<file path="config.mk">
export PLATFORM = sky130hd
export DESIGN_NAME = edge_mask_sel
export DESIGN_NICKNAME = d
export VERILOG_FILES = /design/src/rtl/emask_pkg.sv /design/src/rtl/emask_cfg_regs.sv /design/src/rtl/emask_lane_gate.sv /design/src/rtl/edge_mask_sel.sv
export SDC_FILE = /design/constraint.sdc
export NUM_CORES = 1
export LEC_CHECK = 0
export BUFFER_PORTS_ARGS = -buffer_cell sky130_fd_sc_hd__clkbuf_2
export CAP_MARGIN = 15
export CORE_AREA = 2 2 222 224
export CTS_CLUSTER_DIAMETER = 150
export CTS_CLUSTER_SIZE = 28
export DETAILED_ROUTE_END_ITERATION = 8
export DIE_AREA = 0 0 224 226
export SYNTH_ARGS = -nofsm -noshare
export SYNTH_HDL_FRONTEND = slang
export SYNTH_SLANG_ARGS = --single-unit
export TNS_END_PERCENT = 30
</file>
<file path="constraint.sdc">
create_clock -name clk -period 3.2 [get_ports clk]
set_input_delay 0.48 -clock clk [delete_from_list [all_inputs] [get_ports clk]]
set_output_delay 0.48 -clock clk [all_outputs]
set_load 0.005 [all_outputs]
</file>
<file path="src/rtl/emask_pkg.sv">
package emask_pkg;
    parameter int unsigned LANES    = 16;
    parameter int unsigned ROWS     = 16;
    parameter int unsigned NSEL     = 4;
    parameter int unsigned FACE_W   = 2;
    parameter int unsigned WORD_W   = 32;
    parameter int unsigned MODE_BIT = 16;
    localparam int unsigned CODE_W  = $clog2(NSEL);
    localparam int unsigned ROW_W   = $clog2(ROWS);
    localparam int unsigned NMAP    = 1 << FACE_W;
    localparam int unsigned IDX_W   = (NSEL > NMAP) ? $clog2(NSEL) : FACE_W;
    localparam int unsigned ADDR_W  = IDX_W + 1;
    localparam int unsigned MAP_W   = ROWS * CODE_W;

    typedef struct packed {
        logic [NSEL-1:0][LANES-1:0] mask;
        logic                       mode;
        logic [NMAP-1:0][MAP_W-1:0] rmap;
    } cfg_t;
endpackage

</file>
<file path="src/rtl/emask_cfg_regs.sv">
module emask_cfg_regs
    import emask_pkg::*;
(
    input  logic              clk,
    input  logic              rst_n,
    input  logic              wr_en,
    input  logic [ADDR_W-1:0] wr_addr,
    input  logic [WORD_W-1:0] wr_data,
    output cfg_t              cfg
);
    cfg_t cfg_d, cfg_q;
    logic [IDX_W-1:0] idx;
    logic unused_hi;

    assign idx       = wr_addr[IDX_W-1:0];
    assign unused_hi = ^wr_data[WORD_W-1:MODE_BIT+1];

    always_comb begin
        cfg_d = cfg_q;
        if (wr_en) begin
            if (!wr_addr[ADDR_W-1]) begin
                cfg_d.mask[idx] = wr_data[LANES-1:0];
                if (idx == '0) begin
                    cfg_d.mode = wr_data[MODE_BIT];
                end
            end else begin
                cfg_d.rmap[idx] = wr_data[MAP_W-1:0];
            end
        end
    end

    always_ff @(posedge clk) begin
        if (!rst_n) begin
            cfg_q.mask <= '1;
            cfg_q.mode <= 1'b0;
            cfg_q.rmap <= '0;
        end else begin
            cfg_q <= cfg_d;
        end
    end

    assign cfg = cfg_q;
endmodule

</file>
<file path="src/rtl/emask_lane_gate.sv">
module emask_lane_gate
    import emask_pkg::*;
#(
    parameter int unsigned DW = 16
) (
    input  cfg_t                  cfg,
    input  logic [FACE_W-1:0]     face,
    input  logic [ROW_W-1:0]      row,
    input  logic [LANES*DW-1:0]   data_i,
    output logic [LANES-1:0]      keep_o,
    output logic [LANES*DW-1:0]   data_o
);
    logic [MAP_W-1:0]  map_word;
    logic [CODE_W-1:0] code;

    assign map_word = cfg.rmap[face];
    assign code     = map_word[row*CODE_W +: CODE_W];
    assign keep_o   = cfg.mode ? cfg.mask[code] : {LANES{1'b1}};

    for (genvar i = 0; i < LANES; i++) begin : g_lane
        assign data_o[i*DW +: DW] = keep_o[i] ? data_i[i*DW +: DW] : '0;
    end
endmodule

</file>
<file path="src/rtl/edge_mask_sel.sv">
module edge_mask_sel
    import emask_pkg::*;
#(
    parameter int unsigned DW = 16
) (
    input  logic                clk,
    input  logic                rst_n,
    input  logic                wr_en,
    input  logic [ADDR_W-1:0]   wr_addr,
    input  logic [WORD_W-1:0]   wr_data,
    input  logic                in_valid,
    input  logic [FACE_W-1:0]   in_face,
    input  logic [ROW_W-1:0]    in_row,
    input  logic [LANES*DW-1:0] in_data,
    output logic                out_valid,
    output logic [LANES-1:0]    out_keep,
    output logic [LANES*DW-1:0] out_data
);
    typedef struct packed {
        logic                valid;
        logic [LANES-1:0]    keep;
        logic [LANES*DW-1:0] data;
    } out_t;

    cfg_t                cfg_w;
    logic [LANES-1:0]    gate_keep;
    logic [LANES*DW-1:0] gate_data;
    out_t                out_d, out_q;

    emask_cfg_regs u_regs (
        .clk     (clk),
        .rst_n   (rst_n),
        .wr_en   (wr_en),
        .wr_addr (wr_addr),
        .wr_data (wr_data),
        .cfg     (cfg_w)
    );

    emask_lane_gate #(.DW(DW)) u_gate (
        .cfg    (cfg_w),
        .face   (in_face),
        .row    (in_row),
        .data_i (in_data),
        .keep_o (gate_keep),
        .data_o (gate_data)
    );

    always_comb begin
        out_d       = '0;
        out_d.valid = in_valid;
        if (in_valid) begin
            out_d.keep = gate_keep;
            out_d.data = gate_data;
        end
    end

    always_ff @(posedge clk) begin
        if (!rst_n) begin
            out_q <= '0;
        end else begin
            out_q <= out_d;
        end
    end

    assign out_valid = out_q.valid;
    assign out_keep  = out_q.keep;
    assign out_data  = out_q.data;
endmodule

</file>
==> impl_metrics.ini <==
[run_status]
status = complete, no violations

[yosys]
mappedNetlistNets = 1969
syn-instance-count = 1668
synth_cell_types = 43
synth_edf_count = 0
ys.flop_type = dfxtp_1
ys_warn_count = 0
synth_area_um2 = 17300
ys_seq_area_share_pct = 53.9
async_flop_share_pct = 0
postSynthAreaPerCell_um2 = 10.4
ys_seq_elements = 466

[timing]
setup_viol = 0
timing.slew.headroom_pct = 41.7
hold_violations = 0
fin_crit_sh_pct = 86.7
fmax_mhz = 361
worst_slew_pin_slew_ns = 0.871
min_period_ns = 2.77
finClkSkew_ns = 0.0242
final_max_slew_viol_count = 0
rsz0062_at_grt = false

[power_and_ir_drop]
total_power_mw = 11.0
p_leak_nw = 9.35
cellPowerDensity_nw_per_um2 = 499
ir_drop_uv = 328

[route]
ant_nets = 0
avgRoutedWirePerCell_um = 20.3
firstDrtPassIters = 5
wirelength_mm = 57.4
drcViolationCount = 0
viasPerCell = 5.04
vias = 14300
drt_iter0_drc = 928

[cells_and_area]
final_nets = 2506
fillers = 4575
syn_to_final_growth_pct = 26.9
drive_gt1_share_pct = 36.0
regArea_um2 = 9330
multi_input_area_um2 = 7260
final_area_um2 = 22000

[global_routing]
overflow = 0
grt_pass1_wl_mm = 84.9
grt_pass1_vias = 13800
grtUsageTotal_pct = 21.6
antenna_found_initial = 6
grt_max_degree = 210

[die]
start_util_pct = 35.8
core_um2 = 48300
dieArea_um2 = 50600
die_height_um = 226
die_w_um = 224
rows = 81
ioPinCount = 574

[clock_tree]
cts_setup_buffers = 0
postCtsHoldBufs = 0
cts.clk_slew.worst_paths_ns = 0.12
clk_path_buf_depth = 3
cts_tree = yes
insertion_delay_ns = 0.57
cts_resized = 0
cts_root_buffer = clkbuf_16
numCtsBuffers = 20
clock-sinks = 466
h-tree-depth = 1

[setup_path]
critPathLaunchType = input port
critPathKind = in -> reg
end_kind = register
critPathMaxFanout = 22
crit_required_ns = 3.65
worstPathArrival_ns = 3.22

[placement]
placed_area_um2 = 21400
dp_hpwl_mm = 41.9
place.gp.congestion = 0.884
port_buffers = 573

[hold_path]
min_path_type = in -> reg

[run]
maxCapViolCount = 0
area by class of cell:
class | instances | area share (%)
multi-input combinational | 1041 | 33.0
timing repair buffer | 659 | 18.3
clock inverter | 1 | 0.0512
clock buffer | 21 | 2.39
inverter | 17 | 0.290
tap | 622 | 3.54
antenna | 1 | 0.0114
sequential | 466 | 42.4
cell families (layout without fill, tap and decap cells):
| group | count (synthesis) | count (layout) | synth area share [%] |
|---|---|---|---|
| mux | 42 | 42 | 4.72 |
| simple gates | 771 | 771 | 24.4 |
| other cells | 0 | 1 | 0 |
| compound gates | 228 | 228 | 12.2 |
| buf+inv | 161 | 698 | 4.75 |
| flops | 466 | 466 | 53.9 |
Yosys cell counts, types with 3 or more instances:
cell      count  area share [%]
a221oi_4     10             1.5
nor2_1       22            0.48
mux4_2       24             3.1
nand2b_1      3            0.11
a211oi_2     16             1.2
and3b_1       3            0.15
inv_1        17            0.37
a21boi_0    129             5.6
buf_6         8            0.52
buf_2        26            0.75
nor3b_1     223             9.7
nor3_1        4            0.12
clkbuf_1     76             1.6
a221oi_2      7            0.61
nor3b_2      36             2.6
buf_4        12            0.52
and2_1        3            0.11
mux4_1        6            0.91
nor2_2        4            0.14
dfxtp_1     466              54
nand3_1      52             1.5
clkbuf_2     15            0.43
nand2_1     392             8.5
mux2i_1      12            0.69
nor2b_1       6            0.22
and3_1       18            0.65
buf_8         4            0.35
o211ai_1     16            0.69
a22o_1        7            0.35
a221oi_1     33             1.7
through the flow:
stage	TNS (ns)	cells	hold slack (ns)	util, %	setup WS, ns
after global placement	-5.98	2805	0.442	44.4	-0.138
after detailed placement	-11.95	2805	0.447	44.4	-0.153
after floorplan	0	1668	0.432	-	0.0645
after global routing	0	2827	0.107	45.5	0.300
final	0	2828	0.138	45.5	0.426
after CTS	0	2827	0.107	45.5	0.413
flip-flops by register name (all words and copies together) (netlist names):
signal and flops:
out_valid 1, u_regs.cfg 193, out_keep 16, out_data 256
worst max-delay path: stages:
cell and delay (ns):
clkbuf_2 0.24, buf_4 0.34, mux4_2 0.60, a221oi_4 0.31
a22o_2 0.34, buf_12 0.27, a211oi_2 0.11, buf_4 0.21
nor3b_1 0.30
power breakdown:
part	switching, mW	internal (mW)
Sequential	0.130	6.15
Clock	1.83	1.19
Combinational	0.861	0.795
Total	2.82	8.14
metal layers:
layer	wire length, um	global-route usage, %	part of all wire [%]	up-vias
met5	60	0	0.10	-
met4	1490	6.30	2.6	8
met3	3440	3.90	6.0	72
met2	28400	37.4	49	443
met1	24000	27.5	42	6963
li1	-	-	-	6768
cells in the final DEF, fill, tap and decap left out, drive strengths merged, types with 18 or more instances in the layout:
master,instances
mux4,30
buf,87
dfxtp,466
nor3b,259
inv,18
a221oi,50
and3,18
nor2,26
nand3,52
nand2,392
clkbuf,593
a21boi,129
final timing paths:
check,startpoint,cells after the start,end,slack [ns]
worst max-delay path,in_face[0],9,out_data[145]$_SDFF_PN0_,0.43
worst min-delay path,in_data[74],2,out_data[74]$_SDFF_PN0_,0.14
worst max register to register,u_regs.cfg[114]$_SDFFE_PN0P_,8,out_data[145]$_SDFF_PN0_,0.44
worst min register to register,u_regs.cfg[70]$_SDFFE_PN0P_,2,u_regs.cfg[70]$_SDFFE_PN0P_,0.47
No activity file was read; power rests on OpenSTA's default activity.
